**config.mk**
```make
export PLATFORM = sky130hd
export DESIGN_NAME = hbridge_gate_ctrl
export DESIGN_NICKNAME = d
export VERILOG_FILES = /design/src/rtl/hbg_pkg.sv /design/src/rtl/hbg_sync.sv /design/src/rtl/hbg_on_delay.sv /design/src/rtl/hbg_release_seq.sv /design/src/rtl/hbg_half.sv /design/src/rtl/hbridge_gate_ctrl.sv
export SDC_FILE = /design/constraint.sdc
export NUM_CORES = 1
export LEC_CHECK = 0
export BUFFER_PORTS_ARGS = -buffer_cell sky130_fd_sc_hd__buf_2
export CAP_MARGIN = 25
export CORE_MARGIN = 2
export CORE_UTILIZATION = 50
export CTS_CLUSTER_DIAMETER = 100
export CTS_CLUSTER_SIZE = 24
export DETAILED_ROUTE_END_ITERATION = 10
export PLACE_DENSITY = 0.71
export SYNTH_ARGS = -nofsm -noshare
export SYNTH_HDL_FRONTEND = slang
export SYNTH_HIERARCHICAL = 1
export SYNTH_SLANG_ARGS = --single-unit
```
**constraint.sdc**
```tcl
create_clock -name clk_i -period 1.8 [get_ports clk_i]
set_input_delay 0.36 -clock clk_i [delete_from_list [all_inputs] [get_ports clk_i]]
set_output_delay 0.36 -clock clk_i [all_outputs]
set_load 0.1 [all_outputs]
```
**src/rtl/hbg_pkg.sv**
```systemverilog
`timescale 1ns/1ps
package hbg_pkg;

  // counter width able to hold 0..n
  function automatic int cnt_w(input int n);
    return (n < 2) ? 1 : $clog2(n + 1);
  endfunction

  // upper enable window must outlast the refresh pulse
  function automatic int upen_eff(input int up, input int rf);
    return (up > rf) ? up : rf + 1;
  endfunction

endpackage

```
**src/rtl/hbg_sync.sv**
```systemverilog
`timescale 1ns/1ps
module hbg_sync #(
  parameter int             W       = 1,
  parameter logic [W-1:0]   RST_VAL = '0
) (
  input  logic         clk_i,
  input  logic         rst_ni,
  input  logic [W-1:0] d_i,
  output logic [W-1:0] q_o
);

  logic [W-1:0] meta_q, sync_q;

  always_ff @(posedge clk_i or negedge rst_ni) begin
    if (!rst_ni) begin
      meta_q <= RST_VAL;
      sync_q <= RST_VAL;
    end else begin
      meta_q <= d_i;
      sync_q <= meta_q;
    end
  end

  assign q_o = sync_q;

endmodule

```
**src/rtl/hbg_on_delay.sv**
```systemverilog
`timescale 1ns/1ps
module hbg_on_delay #(
  parameter int DEAD = 3
) (
  input  logic clk_i,
  input  logic rst_ni,
  input  logic req_i,
  output logic on_o
);

  localparam int            CW  = hbg_pkg::cnt_w(DEAD);
  localparam logic [CW-1:0] LIM = CW'(DEAD);

  logic [CW-1:0] cnt_q;
  logic          on_q;

  // drop is immediate; rise needs DEAD+1 consecutive edges of request
  always_ff @(posedge clk_i or negedge rst_ni) begin
    if (!rst_ni) begin
      cnt_q <= '0;
      on_q  <= 1'b0;
    end else if (!req_i) begin
      cnt_q <= '0;
      on_q  <= 1'b0;
    end else if (!on_q) begin
      if (cnt_q >= LIM) on_q  <= 1'b1;
      else              cnt_q <= cnt_q + 1'b1;
    end
  end

  assign on_o = on_q;

  a_r6_r7_fast_off: assert property (@(posedge clk_i) disable iff (!rst_ni)
    !req_i |=> !on_o);

  a_r14_needs_request: assert property (@(posedge clk_i) disable iff (!rst_ni)
    $rose(on_o) |-> $past(req_i));

endmodule

```
**src/rtl/hbg_release_seq.sv**
```systemverilog
`timescale 1ns/1ps
module hbg_release_seq #(
  parameter int REFRESH_CYC = 82,
  parameter int UPEN_CYC    = 90
) (
  input  logic clk_i,
  input  logic rst_ni,
  input  logic inhibit_i,
  output logic refresh_o,
  output logic up_en_o
);

  localparam int UPEN_EFF = hbg_pkg::upen_eff(UPEN_CYC, REFRESH_CYC);
  localparam int RW       = hbg_pkg::cnt_w(REFRESH_CYC);
  localparam int UW       = hbg_pkg::cnt_w(UPEN_EFF);
  localparam logic [RW-1:0] R_LAST = RW'(REFRESH_CYC - 1);
  localparam logic [UW-1:0] U_LAST = UW'(UPEN_EFF - 1);

  logic          inh_q;
  logic          rel;
  logic          ref_q, up_q;
  logic [RW-1:0] ref_cnt_q;
  logic [UW-1:0] up_cnt_q;

  // reset value 1: leaving reset counts as a release
  always_ff @(posedge clk_i or negedge rst_ni) begin
    if (!rst_ni) inh_q <= 1'b1;
    else         inh_q <= inhibit_i;
  end

  assign rel = inh_q & ~inhibit_i;

  always_ff @(posedge clk_i or negedge rst_ni) begin
    if (!rst_ni) begin
      ref_q     <= 1'b0;
      ref_cnt_q <= '0;
    end else if (inhibit_i) begin
      ref_q     <= 1'b0;
      ref_cnt_q <= '0;
    end else if (rel) begin
      ref_q     <= 1'b1;
      ref_cnt_q <= '0;
    end else if (ref_q) begin
      if (ref_cnt_q == R_LAST) ref_q     <= 1'b0;
      else                     ref_cnt_q <= ref_cnt_q + 1'b1;
    end
  end

  always_ff @(posedge clk_i or negedge rst_ni) begin
    if (!rst_ni) begin
      up_q     <= 1'b0;
      up_cnt_q <= '0;
    end else if (inhibit_i) begin
      up_q     <= 1'b0;
      up_cnt_q <= '0;
    end else if (rel) begin
      up_cnt_q <= '0;
    end else if (!up_q) begin
      if (up_cnt_q == U_LAST) up_q     <= 1'b1;
      else                    up_cnt_q <= up_cnt_q + 1'b1;
    end
  end

  assign refresh_o = ref_q;
  assign up_en_o   = up_q;

  a_r10_no_overlap: assert property (@(posedge clk_i) disable iff (!rst_ni)
    refresh_o |-> !up_en_o);

  a_r9_refresh_start: assert property (@(posedge clk_i) disable iff (!rst_ni)
    rel |=> refresh_o);

  a_r2_seq_cleared: assert property (@(posedge clk_i) disable iff (!rst_ni)
    inhibit_i |=> (!refresh_o && !up_en_o));

endmodule

```
**src/rtl/hbg_half.sv**
```systemverilog
`timescale 1ns/1ps
module hbg_half #(
  parameter int LO_DEAD = 3,
  parameter int HI_DEAD = 4
) (
  input  logic clk_i,
  input  logic rst_ni,
  input  logic lo_cmd_i,
  input  logic hi_cmd_i,
  input  logic inhibit_i,
  input  logic up_en_i,
  input  logic refresh_i,
  output logic lo_gate_o,
  output logic hi_gate_o
);

  logic lo_req, hi_req;
  logic lo_on, hi_on;

  // low command wins; upper also needs the post-release enable
  assign lo_req = ~inhibit_i & lo_cmd_i;
  assign hi_req = ~inhibit_i & up_en_i & hi_cmd_i & ~lo_cmd_i;

  hbg_on_delay #(.DEAD(LO_DEAD)) u_lo_dly (
    .clk_i  (clk_i),
    .rst_ni (rst_ni),
    .req_i  (lo_req),
    .on_o   (lo_on)
  );

  hbg_on_delay #(.DEAD(HI_DEAD)) u_hi_dly (
    .clk_i  (clk_i),
    .rst_ni (rst_ni),
    .req_i  (hi_req),
    .on_o   (hi_on)
  );

  assign lo_gate_o = lo_on | refresh_i;
  assign hi_gate_o = hi_on;

  a_r12_no_shoot_through: assert property (@(posedge clk_i) disable iff (!rst_ni)
    !(lo_gate_o && hi_gate_o));

  a_r4_low_wins: assert property (@(posedge clk_i) disable iff (!rst_ni)
    (lo_cmd_i && !inhibit_i) |=> !hi_gate_o);

  a_r10_upper_blocked: assert property (@(posedge clk_i) disable iff (!rst_ni)
    !up_en_i |=> !$rose(hi_gate_o));

endmodule

```
**src/rtl/hbridge_gate_ctrl.sv**
```systemverilog
`timescale 1ns/1ps
module hbridge_gate_ctrl #(
  parameter int NUM_HALF    = 2,
  parameter int LO_DEAD_CYC = 3,
  parameter int HI_DEAD_CYC = 4,
  parameter int REFRESH_CYC = 82,
  parameter int UPEN_CYC    = 90
) (
  input  logic                clk_i,
  input  logic                rst_ni,
  input  logic [NUM_HALF-1:0] lo_cmd_i,
  input  logic [NUM_HALF-1:0] hi_cmd_i,
  input  logic                dis_i,
  input  logic                uv_i,
  output logic [NUM_HALF-1:0] lo_gate_o,
  output logic [NUM_HALF-1:0] hi_gate_o
);

  localparam int CMD_W = 2 * NUM_HALF;

  logic [CMD_W-1:0]    cmd_s;
  logic [1:0]          flag_s;
  logic [NUM_HALF-1:0] lo_s, hi_s;
  logic                inhibit;
  logic                refresh, up_en;

  hbg_sync #(.W(CMD_W), .RST_VAL('0)) u_cmd_sync (
    .clk_i  (clk_i),
    .rst_ni (rst_ni),
    .d_i    ({hi_cmd_i, lo_cmd_i}),
    .q_o    (cmd_s)
  );

  // flags come out of reset asserted so release sequence follows reset
  hbg_sync #(.W(2), .RST_VAL(2'b11)) u_flag_sync (
    .clk_i  (clk_i),
    .rst_ni (rst_ni),
    .d_i    ({uv_i, dis_i}),
    .q_o    (flag_s)
  );

  assign lo_s    = cmd_s[NUM_HALF-1:0];
  assign hi_s    = cmd_s[CMD_W-1:NUM_HALF];
  assign inhibit = |flag_s;

  hbg_release_seq #(
    .REFRESH_CYC (REFRESH_CYC),
    .UPEN_CYC    (UPEN_CYC)
  ) u_seq (
    .clk_i     (clk_i),
    .rst_ni    (rst_ni),
    .inhibit_i (inhibit),
    .refresh_o (refresh),
    .up_en_o   (up_en)
  );

  for (genvar g = 0; g < NUM_HALF; g++) begin : g_half
    hbg_half #(
      .LO_DEAD (LO_DEAD_CYC),
      .HI_DEAD (HI_DEAD_CYC)
    ) u_half (
      .clk_i     (clk_i),
      .rst_ni    (rst_ni),
      .lo_cmd_i  (lo_s[g]),
      .hi_cmd_i  (hi_s[g]),
      .inhibit_i (inhibit),
      .up_en_i   (up_en),
      .refresh_i (refresh),
      .lo_gate_o (lo_gate_o[g]),
      .hi_gate_o (hi_gate_o[g])
    );
  end

  a_r2_r3_inhibit_off: assert property (@(posedge clk_i) disable iff (!rst_ni)
    inhibit |=> (lo_gate_o == '0 && hi_gate_o == '0));

endmodule

```
# After elaboration in Yosys (flattened, before gate mapping)
# Index checks and enable logic that the tools add are counted.
[totals]
ff_bits = 43
inputBits = 8
[classes]
n_addsub = 6
magnitude_cmp = 4
eq_ne = 14
muxes = 40
n_bitwise = 13
reduce_logical = 8
[op_table]
columns = ["op", "count"]
rows = [
  ["$mux W7", 8],
  ["$mux W1", 20],
  ["$mux W3", 6],
  ["$ne A2 B2 Y1 const B", 8],
  ["$add A7 B1 Y7 const B", 2],
  ["$eq A7 B7 Y1 const B", 2],
  ["$mux W2", 6],
  ["$reduce_and A2 Y1", 6],
  ["$ne A3 B1 Y1 const B", 3],
  ["$and A1 B1 Y1", 8],
  ["$add A3 B1 Y3 const B", 2],
  ["$ge A3 B3 Y1 const B", 2],
  ["$add A2 B1 Y2 const B", 2],
  ["$ge A2 B2 Y1 const B", 2],
  ["$not A1 Y1", 3],
  ["$reduce_bool A3 Y1", 1],
  ["$ne A2 B1 Y1 const B", 1],
  ["$or A1 B1 Y1", 2],
  ["$reduce_or A2 Y1", 1],
]

# Depth between registers and ports, before layout
[logic_depth]
ltp_word = 7
ltp_mapped = 5
mapped_depth_nobuf = 5

# Modules after synthesis
# The synthesis kept the hierarchy.
[modules_own_cells]
columns = ["module", "instances", "cells_each", "area_each_um2", "seq_area_each_um2"]
rows = [
  ["hbg_release_seq", 1, 85, 884.6, 426.7],
  ["hbg_on_delay at g_half[0].u_half.u_hi_dly ...", 2, 14, 173.9, 100.1],
  ["hbg_on_delay at g_half[0].u_half.u_lo_dly ...", 2, 11, 132.6, 75.1],
  ["hbg_sync at u_cmd_sync", 1, 8, 200.2, 200.2],
  ["hbg_sync at u_flag_sync", 1, 4, 105.1, 105.1],
  ["hbg_half", 2, 3, 27.5, 0.0],
  ["hbridge_gate_ctrl", 1, 1, 6.3, 0.0],
]

# Least setup slack after synthesis
# OpenSTA, ideal clock, no wires.
[synth_path]
kind = "flip-flop to flip-flop"
start = "reg g_half[0].u_half.u_hi_dly.on_q"
end = "reg g_half[0].u_half.u_hi_dly.cnt_q[2]"
arrival_time_ps = 1409
required_ps = 1681
path_slack_ps = 273
stages_incl_launch_ff = 3
period_less_slack_ps = 1527
path_cell_list = "dfrtp_1 -> and2b_2 -> o21a_1"
[synth_between]
elab_chain_len = 2
[synth_lines]
columns = ["item", "line_no", "rtl"]
rows = [
  ["start: declaration", "hbg_on_delay.sv:15", "logic on_q;"],
  ["start signal: assignment", "hbg_on_delay.sv:21", "on_q <= 1'b0;"],
  ["start signal: assignment", "hbg_on_delay.sv:24", "on_q <= 1'b0;"],
  ["start signal: assignment", "hbg_on_delay.sv:26", "if (cnt_q >= LIM) on_q <= 1'b1;"],
  ["$ne A2 B2 Y1 (no line)", "n/a", ""],
  ["$reduce_and A2 Y1 (no line)", "n/a", ""],
  ["end signal: assignment", "hbg_on_delay.sv:27", "else cnt_q <= cnt_q + 1'b1;"],
  ["end: declaration", "hbg_on_delay.sv:14", "logic [CW-1:0] cnt_q;"],
]
# No other way between the ends.
# A chain may end at the register's enable or synchronous reset.

# Final worst setup path
[layout_path]
start = "reg u_seq.ref_q, in the netlist u_seq/refresh_o"
end = "out lo_gate_o[1]"
[layout_between]
elab_chain_len = 1
[layout_lines]
columns = ["item", "line_no", "rtl"]
rows = [
  ["start: declaration", "hbg_release_seq.sv:21", "logic ref_q, up_q;"],
  ["start signal: assignment", "hbg_release_seq.sv:35", "ref_q <= 1'b0;"],
  ["start signal: assignment", "hbg_release_seq.sv:38", "ref_q <= 1'b0;"],
  ["start signal: assignment", "hbg_release_seq.sv:41", "ref_q <= 1'b1;"],
  ["$or A1 B1 Y1", "hbg_half.sv:38", "assign lo_gate_o = lo_on | refresh_i;"],
  ["end: declaration", "hbridge_gate_ctrl.sv:15", "output logic [NUM_HALF-1:0] lo_gate_o,"],
]
# No other way between the ends.

==> metrics.cfg <==
[logic_synthesis]
synth_ff_type = dfrtp_1
postSynthAreaPerCell_sq_um = 12.1
synth_area_leaders = dfrtp_1, dfstp_2, ha_1, or3_1, o21a_1
ys.warnings.count = 6
syn_area_sq_um = 1860
syn_nets = 170
synth-seq-cells = 43
yosysTopAreaCell = dfrtp_1
yosys.cell_types.count = 34
synth_edf_count = 0
synthArstFlopShare = 1.00
synth_top_area_share = 0.510
syn_inst = 154
synth_seq_area_share = 0.581

[setup_path]
critPathLaunchType = flip-flop
crit_path_max_fanout = 7
critPathArrivalTime_ns = 1.37
critPathKind = flip-flop to output pin
endpoint_kind = output pin
critical_path_required_ns = 1.44

[pwr]
switchingPower_w = 0.000384
leakagePower_nw = 0.986
p_per_area_nw_per_um2 = 873
p_sw_frac = 0.208
pwr-share-clk = 0.417
seqPwrFrac = 0.542
intPower_w = 0.00146
ir_worst_vdd_v = 0.000588
p_comb_frac = 0.042

[route]
drt_iter0_drc = 51
drc = 0
met3_wirelength_um = 114
detail_route.wirelength_um = 3180
dr.pass1.iters = 4
post_drt_wl_per_cell_um = 14.4
wl_met2_um = 1680
post_drt_via_cell_ratio = 5.61
num_vias = 1239
dr.max_layer_used = met4
final_antenna_net_count = 0
m1WireLength_um = 1340

[job]
cap_violations = 0

[final_layout]
insertedDiodeCount = 0
layout_commonest_cell = dfrtp_1
final_nets = 188
nFillCells = 330
final_core_util = 0.582
syn2layout_area_growth_pct = 13.4
most-common-layout-cells = dfrtp_1, or3_1, buf_2
fin_area_sq_um = 2110
drive_gt1_frac = 0.214

[die]
die_height_um = 65.1
initial_core_util = 0.513
io_pins = 12
core-area_sq_um = 3630
die_x_um = 65.1
dieArea_sq_um = 4230
fp-row-count = 22

[sta]
finalSetupTns_ns = 0
fin_crit_sh = 0.959
finClkSkew_ns = 0.00645
slew_viol_final = 0
setup_viol = 0
worst_slew_pin_slew_ns = 0.485
rsz0062_at_grt = no
slew_headroom = 0.679
period_minus_slack_ns = 1.73
fin_ws_ns = 0.0745
clock.fmax_mhz = 580
hold_viol = 0

[place]
port_buffers = 11
pre_cts_slack_ns = 0.282
post-dp-hpwl_um = 2210
place.gp.congestion = 0.840
placed_cell_area_sq_um = 2000

[clocking]
cts_buffers = 5
cts_buffer_depth = 2
hold_buffers = 0
cts_tree = done
clk_latency_ns = 0.30
cts_root_buf = clkbuf_8
clkTransAtPathRegs_ns = 0.08
ctsResizeCount = 0
cts_setup_buffers = 0
cts_sinks = 43
h-tree-depth = 2

[grt]
first_global_vias = 1300
grt_remaining_overflow = 0
grt_usage = 0.182
grt_pass1_wl_um = 5800
antenna_found_initial = 0
grt_max_degree = 44

[status]
status = completed

[hold_path]
hold_class = input port to async pin

-- critical path: stages (launching register included) --
cell and delay, ns:
dfrtp_1 0.46, or2_2 0.31, buf_2 0.29
-- power groups by stage --
| stage | sequential, W | clock (W) | combinational, W |
|---|---|---|---|
| after CTS | 0.000999 | 0.000786 | 0.0000790 |
| after detailed placement | 0.00102 | 0 | 0.0000784 |
| after global routing | 0.00100 | 0.000824 | 0.0000863 |
| final | 0.000999 | 0.000769 | 0.0000769 |
| after global placement | 0.00102 | 0 | 0.0000763 |
| after floorplan | 0.00101 | 0 | 0.0000407 |
-- routing by layer --
metal | up-vias | global-route usage
li1 | 596 | -
met1 | 615 | 0.207
met2 | 22 | 0.321
met3 | 6 | 0.0538
met4 | 0 | 0.0729
met5 | - | 0
-- path summary, 6_finish.rpt --
path	from	to	slack, ns	cells past startpoint
hold / removal	rst_ni	u_seq/ref_cnt_q[6]	0.01	2
max in group asynchronous	rst_ni	u_flag_sync/meta_q[0]	1.50	2
setup reg to reg	u_flag_sync/q_o[1]	g_half[1].u_half/u_hi_dly/cnt_q[1]	0.29	4
min in group clk_i	dis_i	u_flag_sync/meta_q[0]	0.16	1
setup / recovery	u_seq/refresh_o	lo_gate_o[1]	0.07	2
hold reg to reg	u_cmd_sync/meta_q[2]	u_cmd_sync/q_o[2]	0.35	0
-- flip-flops by register name, indices dropped and copies added, names as in the netlist --
| register | cells |
|---|---|
| u_cmd_sync/meta_q | 4 |
| g_half.u_half/u_lo_dly/on_o | 2 |
| g_half.u_half/u_hi_dly/cnt_q | 6 |
| u_seq/up_en_o | 1 |
| g_half.u_half/u_lo_dly/cnt_q | 4 |
| u_seq/up_cnt_q | 7 |
| u_seq/refresh_o | 1 |
| u_seq/inh_q | 1 |
| g_half.u_half/u_hi_dly/on_o | 2 |
| u_cmd_sync/q_o | 4 |
| u_flag_sync/q_o | 2 |
| u_flag_sync/meta_q | 2 |
| u_seq/ref_cnt_q | 7 |
-- cell type report --
class                      instances  area [sq um]  area share
sequential                        43          1080       0.512
multi-input combinational        106           763       0.361
clock buffer                       6          82.6      0.0391
timing repair buffer              12          75.1      0.0355
tap                               48          60.1      0.0284
clock inverter                     2          35.0      0.0166
inverter                           4          15.0     0.00710
-- cells in the mapped netlist (3+ instances only) --
cell      instances
dfstp_2           5
dfrtp_1          38
nor2_1            6
and2b_2           4
xor2_1            4
nand2_1           9
o211ai_1          4
o21ai_0           8
a21oi_1           7
a21boi_1          4
o31ai_1           5
mux2i_1           3
ha_1              8
inv_1             4
or3_1            11
nand3_1           4
o21a_1            6
-- cells by family (layout without fill, tap and decap cells) --
group / count (synthesis) / in the layout / share of synthesized area
mux: 3 / 3 / 0.0161
simple gates: 51 / 51 / 0.174
buf+inv: 5 / 24 / 0.0101
xor+xnor: 4 / 4 / 0.0188
flops: 43 / 43 / 0.581
fa+ha+maj: 8 / 8 / 0.0537
compound gates: 40 / 40 / 0.147
-- through the flow --
step | hold slack [ns] | std cells | total power [W]
after floorplan | 0.0644 | 154 | 0.00106
after global placement | 0.333 | 213 | 0.00109
after detailed placement | 0.336 | 213 | 0.00110
after CTS | 0.0288 | 221 | 0.00186
after global routing | 0.0381 | 221 | 0.00191
final | 0.0150 | 221 | 0.00185
Power figures use the tool's default switching activity.
